## src/rtl/flash_seq_pkg.sv

```systemverilog
package flash_seq_pkg;

   localparam logic [7:0] CMD_PROG_SETUP = 8'h40;
   localparam logic [7:0] CMD_CLR_STAT   = 8'h50;
   localparam logic [7:0] CMD_READ_ARR   = 8'hFF;

   localparam int SR_BIT_READY  = 7;
   localparam int SR_BIT_PROG   = 4;
   localparam int SR_BIT_SUPPLY = 3;

   typedef enum logic [1:0] {
      RES_OK      = 2'd0,
      RES_SUPPLY  = 2'd1,
      RES_PROG    = 2'd2,
      RES_TIMEOUT = 2'd3
   } res_code_e;

   typedef enum logic [3:0] {
      ST_IDLE,
      ST_UNLOCK,
      ST_SETUP_CMD,
      ST_DATA_WR,
      ST_POLL,
      ST_CLASSIFY,
      ST_CLEAR,
      ST_READ_ARR,
      ST_REPORT
   } seq_state_e;

   typedef enum logic [1:0] {
      PH_IDLE,
      PH_SETUP,
      PH_STROBE,
      PH_HOLD
   } bus_phase_e;

endpackage

```

## src/rtl/flash_bus_cycle.sv

```systemverilog
module flash_bus_cycle
   import flash_seq_pkg::*;
#(
   parameter int ADDR_W     = 17,
   parameter int SETUP_CYC  = 1,
   parameter int STROBE_CYC = 3,
   parameter int HOLD_CYC   = 1
) (
   input  logic              clk,
   input  logic              rst_n,
   input  logic              start,
   input  logic              is_read,
   input  logic [ADDR_W-1:0] addr,
   input  logic [7:0]        wdata,
   output logic              done,
   output logic [7:0]        rdata,
   output logic              ce_n,
   output logic              oe_n,
   output logic              we_n,
   output logic [ADDR_W-1:0] bus_addr,
   output logic [7:0]        dq_o,
   output logic              dq_oe,
   input  logic [7:0]        dq_i
);

   localparam int MAX_A = (SETUP_CYC > STROBE_CYC) ? SETUP_CYC : STROBE_CYC;
   localparam int MAX_C = (MAX_A > HOLD_CYC) ? MAX_A : HOLD_CYC;
   localparam int CW    = $clog2(MAX_C + 1);

   bus_phase_e        phase;
   logic [CW-1:0]     cnt;
   logic              rd_q;
   logic [ADDR_W-1:0] addr_q;
   logic [7:0]        data_q;

   always_ff @(posedge clk or negedge rst_n) begin
      if (!rst_n) begin
         phase  <= PH_IDLE;
         cnt    <= '0;
         rd_q   <= 1'b0;
         addr_q <= '0;
         data_q <= '0;
         rdata  <= '0;
         done   <= 1'b0;
      end else begin
         done <= 1'b0;
         unique case (phase)
            PH_IDLE: begin
               if (start) begin
                  phase  <= PH_SETUP;
                  cnt    <= '0;
                  rd_q   <= is_read;
                  addr_q <= addr;
                  data_q <= wdata;
               end
            end
            PH_SETUP: begin
               if (cnt == CW'(SETUP_CYC - 1)) begin
                  phase <= PH_STROBE;
                  cnt   <= '0;
               end else begin
                  cnt <= cnt + 1'b1;
               end
            end
            PH_STROBE: begin
               if (cnt == CW'(STROBE_CYC - 1)) begin
                  if (rd_q) rdata <= dq_i;
                  phase <= PH_HOLD;
                  cnt   <= '0;
               end else begin
                  cnt <= cnt + 1'b1;
               end
            end
            PH_HOLD: begin
               if (cnt == CW'(HOLD_CYC - 1)) begin
                  phase <= PH_IDLE;
                  cnt   <= '0;
                  done  <= 1'b1;
               end else begin
                  cnt <= cnt + 1'b1;
               end
            end
            default: phase <= PH_IDLE;
         endcase
      end
   end

   always_comb begin
      ce_n     = (phase == PH_IDLE);
      we_n     = !((phase == PH_STROBE) && !rd_q);
      oe_n     = !((phase == PH_STROBE) && rd_q);
      dq_oe    = (phase != PH_IDLE) && !rd_q;
      bus_addr = addr_q;
      dq_o     = data_q;
   end

endmodule

```

## src/rtl/flash_status_class.sv

```systemverilog
module flash_status_class
   import flash_seq_pkg::*;
(
   input  logic [7:0] status,
   output logic       ready,
   output logic       fault,
   output res_code_e  code
);

   always_comb begin
      ready = status[SR_BIT_READY];
      if (status[SR_BIT_SUPPLY])     code = RES_SUPPLY;
      else if (status[SR_BIT_PROG])  code = RES_PROG;
      else                           code = RES_OK;
      fault = (code != RES_OK);
   end

endmodule

```

## src/rtl/flash_boot_decode.sv

```systemverilog
module flash_boot_decode #(
   parameter int ADDR_W      = 17,
   parameter int BOOT_BYTES  = 8192,
   parameter bit BOOT_AT_TOP = 1'b0
) (
   input  logic [ADDR_W-1:0] addr,
   output logic              in_boot
);

   localparam logic [ADDR_W-1:0] TOP_BASE = ADDR_W'((1 << ADDR_W) - BOOT_BYTES);
   localparam logic [ADDR_W-1:0] BOT_LIM  = ADDR_W'(BOOT_BYTES);

   generate
      if (BOOT_AT_TOP) begin : g_top
         assign in_boot = (addr >= TOP_BASE);
      end else begin : g_bottom
         assign in_boot = (addr < BOT_LIM);
      end
   endgenerate

endmodule

```

## src/rtl/flash_prog_seq.sv

```systemverilog
module flash_prog_seq
   import flash_seq_pkg::*;
#(
   parameter int ADDR_W      = 17,
   parameter int SETUP_CYC   = 1,
   parameter int WE_LOW_CYC  = 3,
   parameter int HOLD_CYC    = 1,
   parameter int POLL_MAX    = 64,
   parameter int BOOT_BYTES  = 8192,
   parameter bit BOOT_AT_TOP = 1'b0
) (
   input  logic              clk,
   input  logic              rst_n,
   input  logic              req_valid,
   output logic              req_ready,
   input  logic [ADDR_W-1:0] req_addr,
   input  logic [7:0]        req_data,
   input  logic              req_last,
   input  logic              req_check_each,
   output logic              res_valid,
   output logic [1:0]        res_code,
   output logic              fl_ce_n,
   output logic              fl_oe_n,
   output logic              fl_we_n,
   output logic [ADDR_W-1:0] fl_addr,
   output logic [7:0]        fl_dq_o,
   output logic              fl_dq_oe,
   input  logic [7:0]        fl_dq_i,
   output logic              fl_boot_unlock
);

   localparam int PCW = $clog2(POLL_MAX + 1);

   initial begin
      assert (ADDR_W >= 2 && ADDR_W <= 30) else $error("ADDR_W out of range");
      assert (SETUP_CYC >= 1) else $error("SETUP_CYC must be at least 1");
      assert (WE_LOW_CYC >= 1) else $error("WE_LOW_CYC must be at least 1");
      assert (HOLD_CYC >= 1) else $error("HOLD_CYC must be at least 1");
      assert (POLL_MAX >= 1) else $error("POLL_MAX must be at least 1");
      assert (BOOT_BYTES >= 1 && BOOT_BYTES < (1 << ADDR_W))
         else $error("BOOT_BYTES must fit inside the address space");
   end

   seq_state_e        state;
   logic [ADDR_W-1:0] r_addr;
   logic [7:0]        r_data;
   logic              r_last;
   logic              r_each;
   logic              r_abort;
   logic              r_flush;
   logic              launched;
   logic [PCW-1:0]    poll_cnt;
   logic [7:0]        stat_q;
   res_code_e         err_q;
   logic              unlock_q;

   logic              bc_start;
   logic              bc_read;
   logic [7:0]        bc_wdata;
   logic              bc_done;
   logic [7:0]        bc_rdata;
   logic              req_in_boot;
   logic              cls_ready;
   logic              cls_fault;
   res_code_e         cls_code;
   logic              poll_ready;
   logic              poll_fault_unused;
   res_code_e         poll_code_unused;

   flash_boot_decode #(
      .ADDR_W     (ADDR_W),
      .BOOT_BYTES (BOOT_BYTES),
      .BOOT_AT_TOP(BOOT_AT_TOP)
   ) boot_dec_i (
      .addr   (req_addr),
      .in_boot(req_in_boot)
   );

   flash_status_class poll_cls_i (
      .status(bc_rdata),
      .ready (poll_ready),
      .fault (poll_fault_unused),
      .code  (poll_code_unused)
   );

   flash_status_class final_cls_i (
      .status(stat_q),
      .ready (cls_ready),
      .fault (cls_fault),
      .code  (cls_code)
   );

   flash_bus_cycle #(
      .ADDR_W    (ADDR_W),
      .SETUP_CYC (SETUP_CYC),
      .STROBE_CYC(WE_LOW_CYC),
      .HOLD_CYC  (HOLD_CYC)
   ) bus_i (
      .clk     (clk),
      .rst_n   (rst_n),
      .start   (bc_start),
      .is_read (bc_read),
      .addr    (r_addr),
      .wdata   (bc_wdata),
      .done    (bc_done),
      .rdata   (bc_rdata),
      .ce_n    (fl_ce_n),
      .oe_n    (fl_oe_n),
      .we_n    (fl_we_n),
      .bus_addr(fl_addr),
      .dq_o    (fl_dq_o),
      .dq_oe   (fl_dq_oe),
      .dq_i    (fl_dq_i)
   );

   // Bus command for the current state; a cycle is launched once per state visit.
   always_comb begin
      bc_read  = 1'b0;
      bc_wdata = CMD_READ_ARR;
      bc_start = 1'b0;
      unique case (state)
         ST_SETUP_CMD: begin bc_wdata = CMD_PROG_SETUP; bc_start = !launched; end
         ST_DATA_WR:   begin bc_wdata = r_data;         bc_start = !launched; end
         ST_POLL:      begin bc_read  = 1'b1;           bc_start = !launched; end
         ST_CLEAR:     begin bc_wdata = CMD_CLR_STAT;   bc_start = !launched; end
         ST_READ_ARR:  begin bc_wdata = CMD_READ_ARR;   bc_start = !launched; end
         default: ;
      endcase
   end

   always_ff @(posedge clk or negedge rst_n) begin
      if (!rst_n) begin
         state    <= ST_IDLE;
         r_addr   <= '0;
         r_data   <= '0;
         r_last   <= 1'b0;
         r_each   <= 1'b0;
         r_abort  <= 1'b0;
         r_flush  <= 1'b0;
         launched <= 1'b0;
         poll_cnt <= '0;
         stat_q   <= '0;
         err_q    <= RES_OK;
         unlock_q <= 1'b0;
      end else begin
         if (bc_start)     launched <= 1'b1;
         else if (bc_done) launched <= 1'b0;

         unique case (state)
            ST_IDLE: begin
               if (req_valid) begin
                  if (r_flush) begin
                     r_flush <= !req_last;
                  end else begin
                     r_addr   <= req_addr;
                     r_data   <= req_data;
                     r_last   <= req_last;
                     r_each   <= req_check_each;
                     r_abort  <= 1'b0;
                     err_q    <= RES_OK;
                     poll_cnt <= '0;
                     if (req_in_boot) begin
                        unlock_q <= 1'b1;
                        state    <= ST_UNLOCK;
                     end else begin
                        state    <= ST_SETUP_CMD;
                     end
                  end
               end
            end
            ST_UNLOCK: state <= ST_SETUP_CMD;
            ST_SETUP_CMD: if (bc_done) state <= ST_DATA_WR;
            ST_DATA_WR: if (bc_done) state <= ST_POLL;
            ST_POLL: begin
               if (bc_done) begin
                  if (poll_ready) begin
                     unlock_q <= 1'b0;
                     stat_q   <= bc_rdata;
                     state    <= (r_each || r_last) ? ST_CLASSIFY : ST_IDLE;
                  end else if (poll_cnt == PCW'(POLL_MAX - 1)) begin
                     unlock_q <= 1'b0;
                     err_q    <= RES_TIMEOUT;
                     r_abort  <= 1'b1;
                     state    <= ST_CLEAR;
                  end else begin
                     poll_cnt <= poll_cnt + 1'b1;
                  end
               end
            end
            ST_CLASSIFY: begin
               err_q <= cls_code;
               if (cls_fault)   state <= ST_CLEAR;
               else if (r_last) state <= ST_READ_ARR;
               else             state <= ST_REPORT;
            end
            ST_CLEAR: begin
               if (bc_done) begin
                  if (r_abort && !r_last) r_flush <= 1'b1;
                  state <= (r_last || r_abort) ? ST_READ_ARR : ST_REPORT;
               end
            end
            ST_READ_ARR: if (bc_done) state <= ST_REPORT;
            ST_REPORT:   state <= ST_IDLE;
            default:     state <= ST_IDLE;
         endcase
      end
   end

   // The final classifier only sees latched ready statuses.
   logic unused_ok;
   assign unused_ok = cls_ready ^ poll_fault_unused ^ (^poll_code_unused);

   assign req_ready      = (state == ST_IDLE);
   assign res_valid      = (state == ST_REPORT);
   assign res_code       = err_q;
   assign fl_boot_unlock = unlock_q;

endmodule

```

## config.mk

```make
export PLATFORM = sky130hd
export DESIGN_NAME = flash_prog_seq
export DESIGN_NICKNAME = d
export VERILOG_FILES = /design/src/rtl/flash_seq_pkg.sv /design/src/rtl/flash_bus_cycle.sv /design/src/rtl/flash_status_class.sv /design/src/rtl/flash_boot_decode.sv /design/src/rtl/flash_prog_seq.sv
export SDC_FILE = /design/constraint.sdc
export NUM_CORES = 1
export LEC_CHECK = 0
export BUFFER_PORTS_ARGS = -buffer_cell sky130_fd_sc_hd__buf_2
export CAP_MARGIN = 20
export CORE_ASPECT_RATIO = 0.8
export CORE_UTILIZATION = 50
export CTS_BUF_LIST = sky130_fd_sc_hd__clkbuf_8 sky130_fd_sc_hd__clkbuf_16
export DETAILED_ROUTE_END_ITERATION = 7
export PLACE_DENSITY = 0.84
export SYNTH_ARGS = -nofsm -noshare
export SYNTH_HDL_FRONTEND = slang
export SYNTH_HIERARCHICAL = 1
export SYNTH_SLANG_ARGS = --single-unit
```

## constraint.sdc

```tcl
create_clock -name clk -period 2 [get_ports clk]
set_input_delay 0.1 -clock clk [delete_from_list [all_inputs] [get_ports clk]]
set_output_delay 0.1 -clock clk [all_outputs]
set_load 0.03 [all_outputs]
```

# ---- Word-level counts from Yosys, hierarchy flattened
# Index checks and enable logic that the tools add are counted.
dict set report totals {
  ff_bits 88
  in_bits 38
  out_inout_bits 34
  wordCells 150
}
dict set report op_classes {
  addsub 2
  magnitude_cmp 1
  n_eq_ne 30
  muxes 63
  bitwise_logic 1
  reduce_logical 34
}
# operator count
set ops {}
lappend ops {{$mux 4} 12}
lappend ops {{$mux 7} 5}
lappend ops {{$pmux 4 s8} 1}
lappend ops {{$mux 2} 15}
lappend ops {{$pmux 8 s3} 1}
lappend ops {{$reduce_and 6->1} 4}
lappend ops {{$mux 1} 21}
lappend ops {{$ne 2x1->1 const B} 10}
lappend ops {{$lt 17x14->1 const B} 1}
lappend ops {{$eq 4x3->1 const B} 4}
lappend ops {{$pmux 7 s2} 1}
lappend ops {{$ne 2x2->1 const B} 6}
lappend ops {{$pmux 2 s3} 2}
lappend ops {{$reduce_bool 2->1} 5}
lappend ops {{$reduce_and 3->1} 3}
lappend ops {{$eq 4x2->1 const B} 2}
lappend ops {{$pmux 2 s4} 1}
lappend ops {{$reduce_and 4->1} 2}
lappend ops {{$reduce_and 8->1} 1}
lappend ops {{$add 7x1->7 const B} 1}
lappend ops {{$eq 7x6->1 const B} 1}
lappend ops {{$eq 2x2->1 const B} 3}
lappend ops {{$logic_not 1->1} 6}
lappend ops {{$pmux 1 s2} 3}
lappend ops {{other kinds (15)} 20}

# ---- Logic depth before layout (Yosys ltp)
dict set report depth {
  ltp_word 5
  depth_mapped 7
  mapped_depth_nobuf 5
}

# ---- Cells and area by module
# Netlist, hierarchy kept.
# module instances cells_per_inst area_per_inst_um2 seq_area_each_um2
set modules_own_cells {}
lappend modules_own_cells {flash_prog_seq 1 220 2608.8 1301.2}
lappend modules_own_cells {flash_bus_cycle 1 107 1705.4 975.9}
lappend modules_own_cells {flash_status_class 2 4 27.5 0.0}
lappend modules_own_cells {flash_boot_decode 1 1 12.5 0.0}

# ---- Worst setup path before layout
# No wires, ideal clock.
dict set report synth_path {
  kind {register to register}
  start {register state[1]}
  end {register bus_i.addr_q[0] (netlist: bus_i/bus_addr[0])}
  setup_ps 125
  arrival_ps 1945
  required_ps 1875
  slack_ps -70
  path_stages_with_launch 7
  path_buffers 2
  synth_period_minus_slack_ps 2070
  cell_sequence {dfrtp_1 -> or4b_1 -> buf_6 -> a21oi_1 -> nand2_2 -> buf_6 -> mux2_4}
}
dict set report synth_via {
  elab_chain_cells 4
  elab_cells_between_ends 8
  classes_between {5 x eq/ne; 1 x mux; 2 x reduce/logical}
}
# element line
set synth_rtl {}
lappend synth_rtl {{start, declared} flash_prog_seq.sv:44} ;# seq_state_e state;
lappend synth_rtl {{start signal, assigned} flash_prog_seq.sv:179} ;# state <= (r_each || r_last) ? ST_CLASSIFY : ST_IDLE;
lappend synth_rtl {{start signal, assigned} flash_prog_seq.sv:199} ;# state <= (r_last || r_abort) ? ST_READ_ARR : ST_REPORT;
lappend synth_rtl {{$eq 4x3->1 / $eq 4x2->1 (equally long branches)} flash_prog_seq.sv:121} ;# unique case (state)
lappend synth_rtl {{$reduce_or 5->1 (no source line) *} n/a}
lappend synth_rtl {{$mux 1 *} n/a}
lappend synth_rtl {{net bc_start} flash_prog_seq.sv:57} ;# logic bc_start;
lappend synth_rtl {{$reduce_and 2->1 (no source line) *} n/a}
lappend synth_rtl {{end signal, assigned} flash_bus_cycle.sv:53} ;# addr_q <= addr;
lappend synth_rtl {{end, declared} flash_bus_cycle.sv:33} ;# logic [ADDR_W-1:0] addr_q;
# Mark *: on every way through the listed nets, which the timed path passes. The rest lies on a longest branch.
# A chain may end at the register's enable or synchronous reset.

# ---- Worst setup path in the final report
dict set report layout_path {
  start {register state[1]}
  end {register r_addr[16]}
}
dict set report layout_via {
  elab_chain_cells 2
}
# element line
set layout_rtl {}
lappend layout_rtl {{$logic_not 4->1} flash_prog_seq.sv:149} ;# unique case (state)
lappend layout_rtl {{$reduce_and 3->1 (no source line)} n/a}
lappend layout_rtl {{end signal, assigned} flash_prog_seq.sv:155} ;# r_addr <= req_addr;
lappend layout_rtl {{end, declared} flash_prog_seq.sv:45} ;# logic [ADDR_W-1:0] r_addr;
# Every way passes these cells.

==> impl_metrics.toml <==
[sta]
fmax_ghz = 0.520
rsz0062_at_grt = "no"
finalCritPeriodShare = 0.962
setup_viol = 0
fin_setup_tns_ns = 0
worst-slew-pin-transition_ns = 0.607
drv_slew = 0
min_period_ns = 1.92
max_slew_margin = 0.585
hold_viol_final = 0
clock_skew_ns = 0.00847

[routing]
vias_per_cell = 5.46
wl_per_cell_um = 16.2
drt-pass1-iter-count = 4
vias = 2854
drt_iter0_drc = 193
drcViolationCount = 0
ant_nets = 0
postRouteWirelength_mm = 8.49

[logic_synthesis]
ys.warnings.count = 6
syn-num-nets = 358
netlist_instances = 310
netlist_area_um2 = 3960
avgSynthCellArea_um2 = 12.8

[grt]
grt_util_all_layers = 0.222
grt_max_degree = 33
antenna_found_initial = 0
grt_overflow = 0
grt_pass1_vias = 2885
grt_pass1_wl_mm = 13.8

[worst_setup_path]
endpoint_kind = "flop"
rr_worst_depth = 6
critPathKind = "flop to flop"
reg2reg_from = "state[1]$_DFFE_PN0P_"
critPathLaunchType = "flop"
arrival_ns = 2.16
crit_start = "state[1]$_DFFE_PN0P_"
cp_max_fo = 11
endpoint = "r_addr[16]$_DFFE_PN0P_"
ff2ff_setup_slack_ns = 0.08
required_ns = 2.24
r2r-end = "r_addr[16]$_DFFE_PN0P_"

[power_and_ir_drop]
power.leakage_nw = 2.45
vdd_drop_max_uv = 1100
cellPowerDensity_nw_per_um2 = 1570
power_mw = 7.84

[cells_and_area]
diodes = 0
multi_input_area_um2 = 1810
fillers = 547
final_common_cell = "dfrtp_1"
final_cell_mix = "dfrtp_1 (80), buf_2 (65), mux2_4 (40)"
layout-drive-gt1-share = 0.407
area_delta_synth_final_pct = 26.1
seq_area_um2 = 2000
fin_cells = 523
finalNetCount = 461

[outcome]
outcome = "finished, final reports clean"

[clock_tree]
cts_buffer_depth = 2
cts_root_buf = "clkbuf_8"
clkTransAtPathRegs_ns = 0.08
cts_buffers = 9
cts_tree = "done"
htree_levels = 3
clock_sinks = 80
clk-insertion-delay-late_ns = 0.35

[floorplan]
io_pins = 72
die_w_um = 101
core_area_um2 = 7530
start_util = 0.525
dieArea_um2 = 8270
placementRows = 28
fp.dieH_um = 81.6

[placed_design]
place.gp.congestion = 0.912
portBuffers = 66
place_inst = 479
hpwl_mm = 5.81

[flow_run]
maxCapViolCount = 0

[min_path]
hp-class = "primary input to flop"
[worst max-delay path: stages, from the launching register on]
cell and delay [ns]:
dfrtp_1 0.39, buf_4 0.17, or4_4 0.56, clkinv_2 0.11, nand2_4 0.11, buf_12 0.18, mux2_4 0.30
[where the power goes]
part	switching [mW]	leakage [nW]	total (mW)	internal, mW
clock	0.578	0.112	1.27	0.694
combinational	1.96	1.35	3.68	1.73
sequential	0.539	0.988	2.88	2.34
[per-stage QoR]
step                      worst slack [ns]  instance area [µm²]   util  hold slack (ns)
after floorplan                    0.00477                 3970      -           -0.196
after global placement               0.118                 4480  0.595           0.0700
after detailed placement            0.0633                 4480  0.595           0.0683
after CTS                           0.0521                 4960  0.659          0.00102
after global routing                0.0232                 4990  0.662          0.00621
final                               0.0767                 4990  0.662           0.0111
[routing by layer]
metal  global-route usage  routed length (µm)  vias up
met1                0.284                3730     1405
met5                    0                   0        -
met4               0.0855                 128        0
met2                0.376                4200      105
met3               0.0434                 441       16
li1                     -                   -     1328
[state kept, by name, summed over array words and instances (netlist names), 3 cells and up]
register,count
state,4
r_addr,17
r_data,8
bus_i/rdata,3
bus_i/bus_addr,17
bus_i/dq_o,8
poll_cnt,7
[timing repair]
action / 4_1_cts / 5_1_grt
hold buffers: 27 / 1
setup endpoints to repair: 0 / 3
gates resized for setup: 0 / 2
buffers inserted: 0 / 0
endpoints found under the hold margin: 56 / 1
[worst min-delay path by stage]
stage                            start                             to  slack [ns]  cells past startpoint
after global placement           rst_n     bus_i/phase[0]$_DFFE_PN0P_        0.07                      1
after detailed placement         rst_n     bus_i/phase[0]$_DFFE_PN0P_        0.07                      1
after floorplan                  rst_n  bus_i/bus_addr[0]$_DFFE_PN0P_       -0.20                      0
final                      req_data[6]          r_data[6]$_DFFE_PN0P_        0.01                      2
after global routing       req_data[6]          r_data[6]$_DFFE_PN0P_       0.006                      2
after CTS                 req_addr[15]         r_addr[15]$_DFFE_PN0P_       0.001                      2
[cell type report]
class	count	area share
Sequential cell	80	0.402
Tap cell	105	0.0263
Timing Repair Buffer	110	0.157
Inverter	12	0.00954
Clock buffer	9	0.0248
Clock inverter	7	0.0178
Multi-Input combinational cell	200	0.363
(Power assumes the default switching activity.)
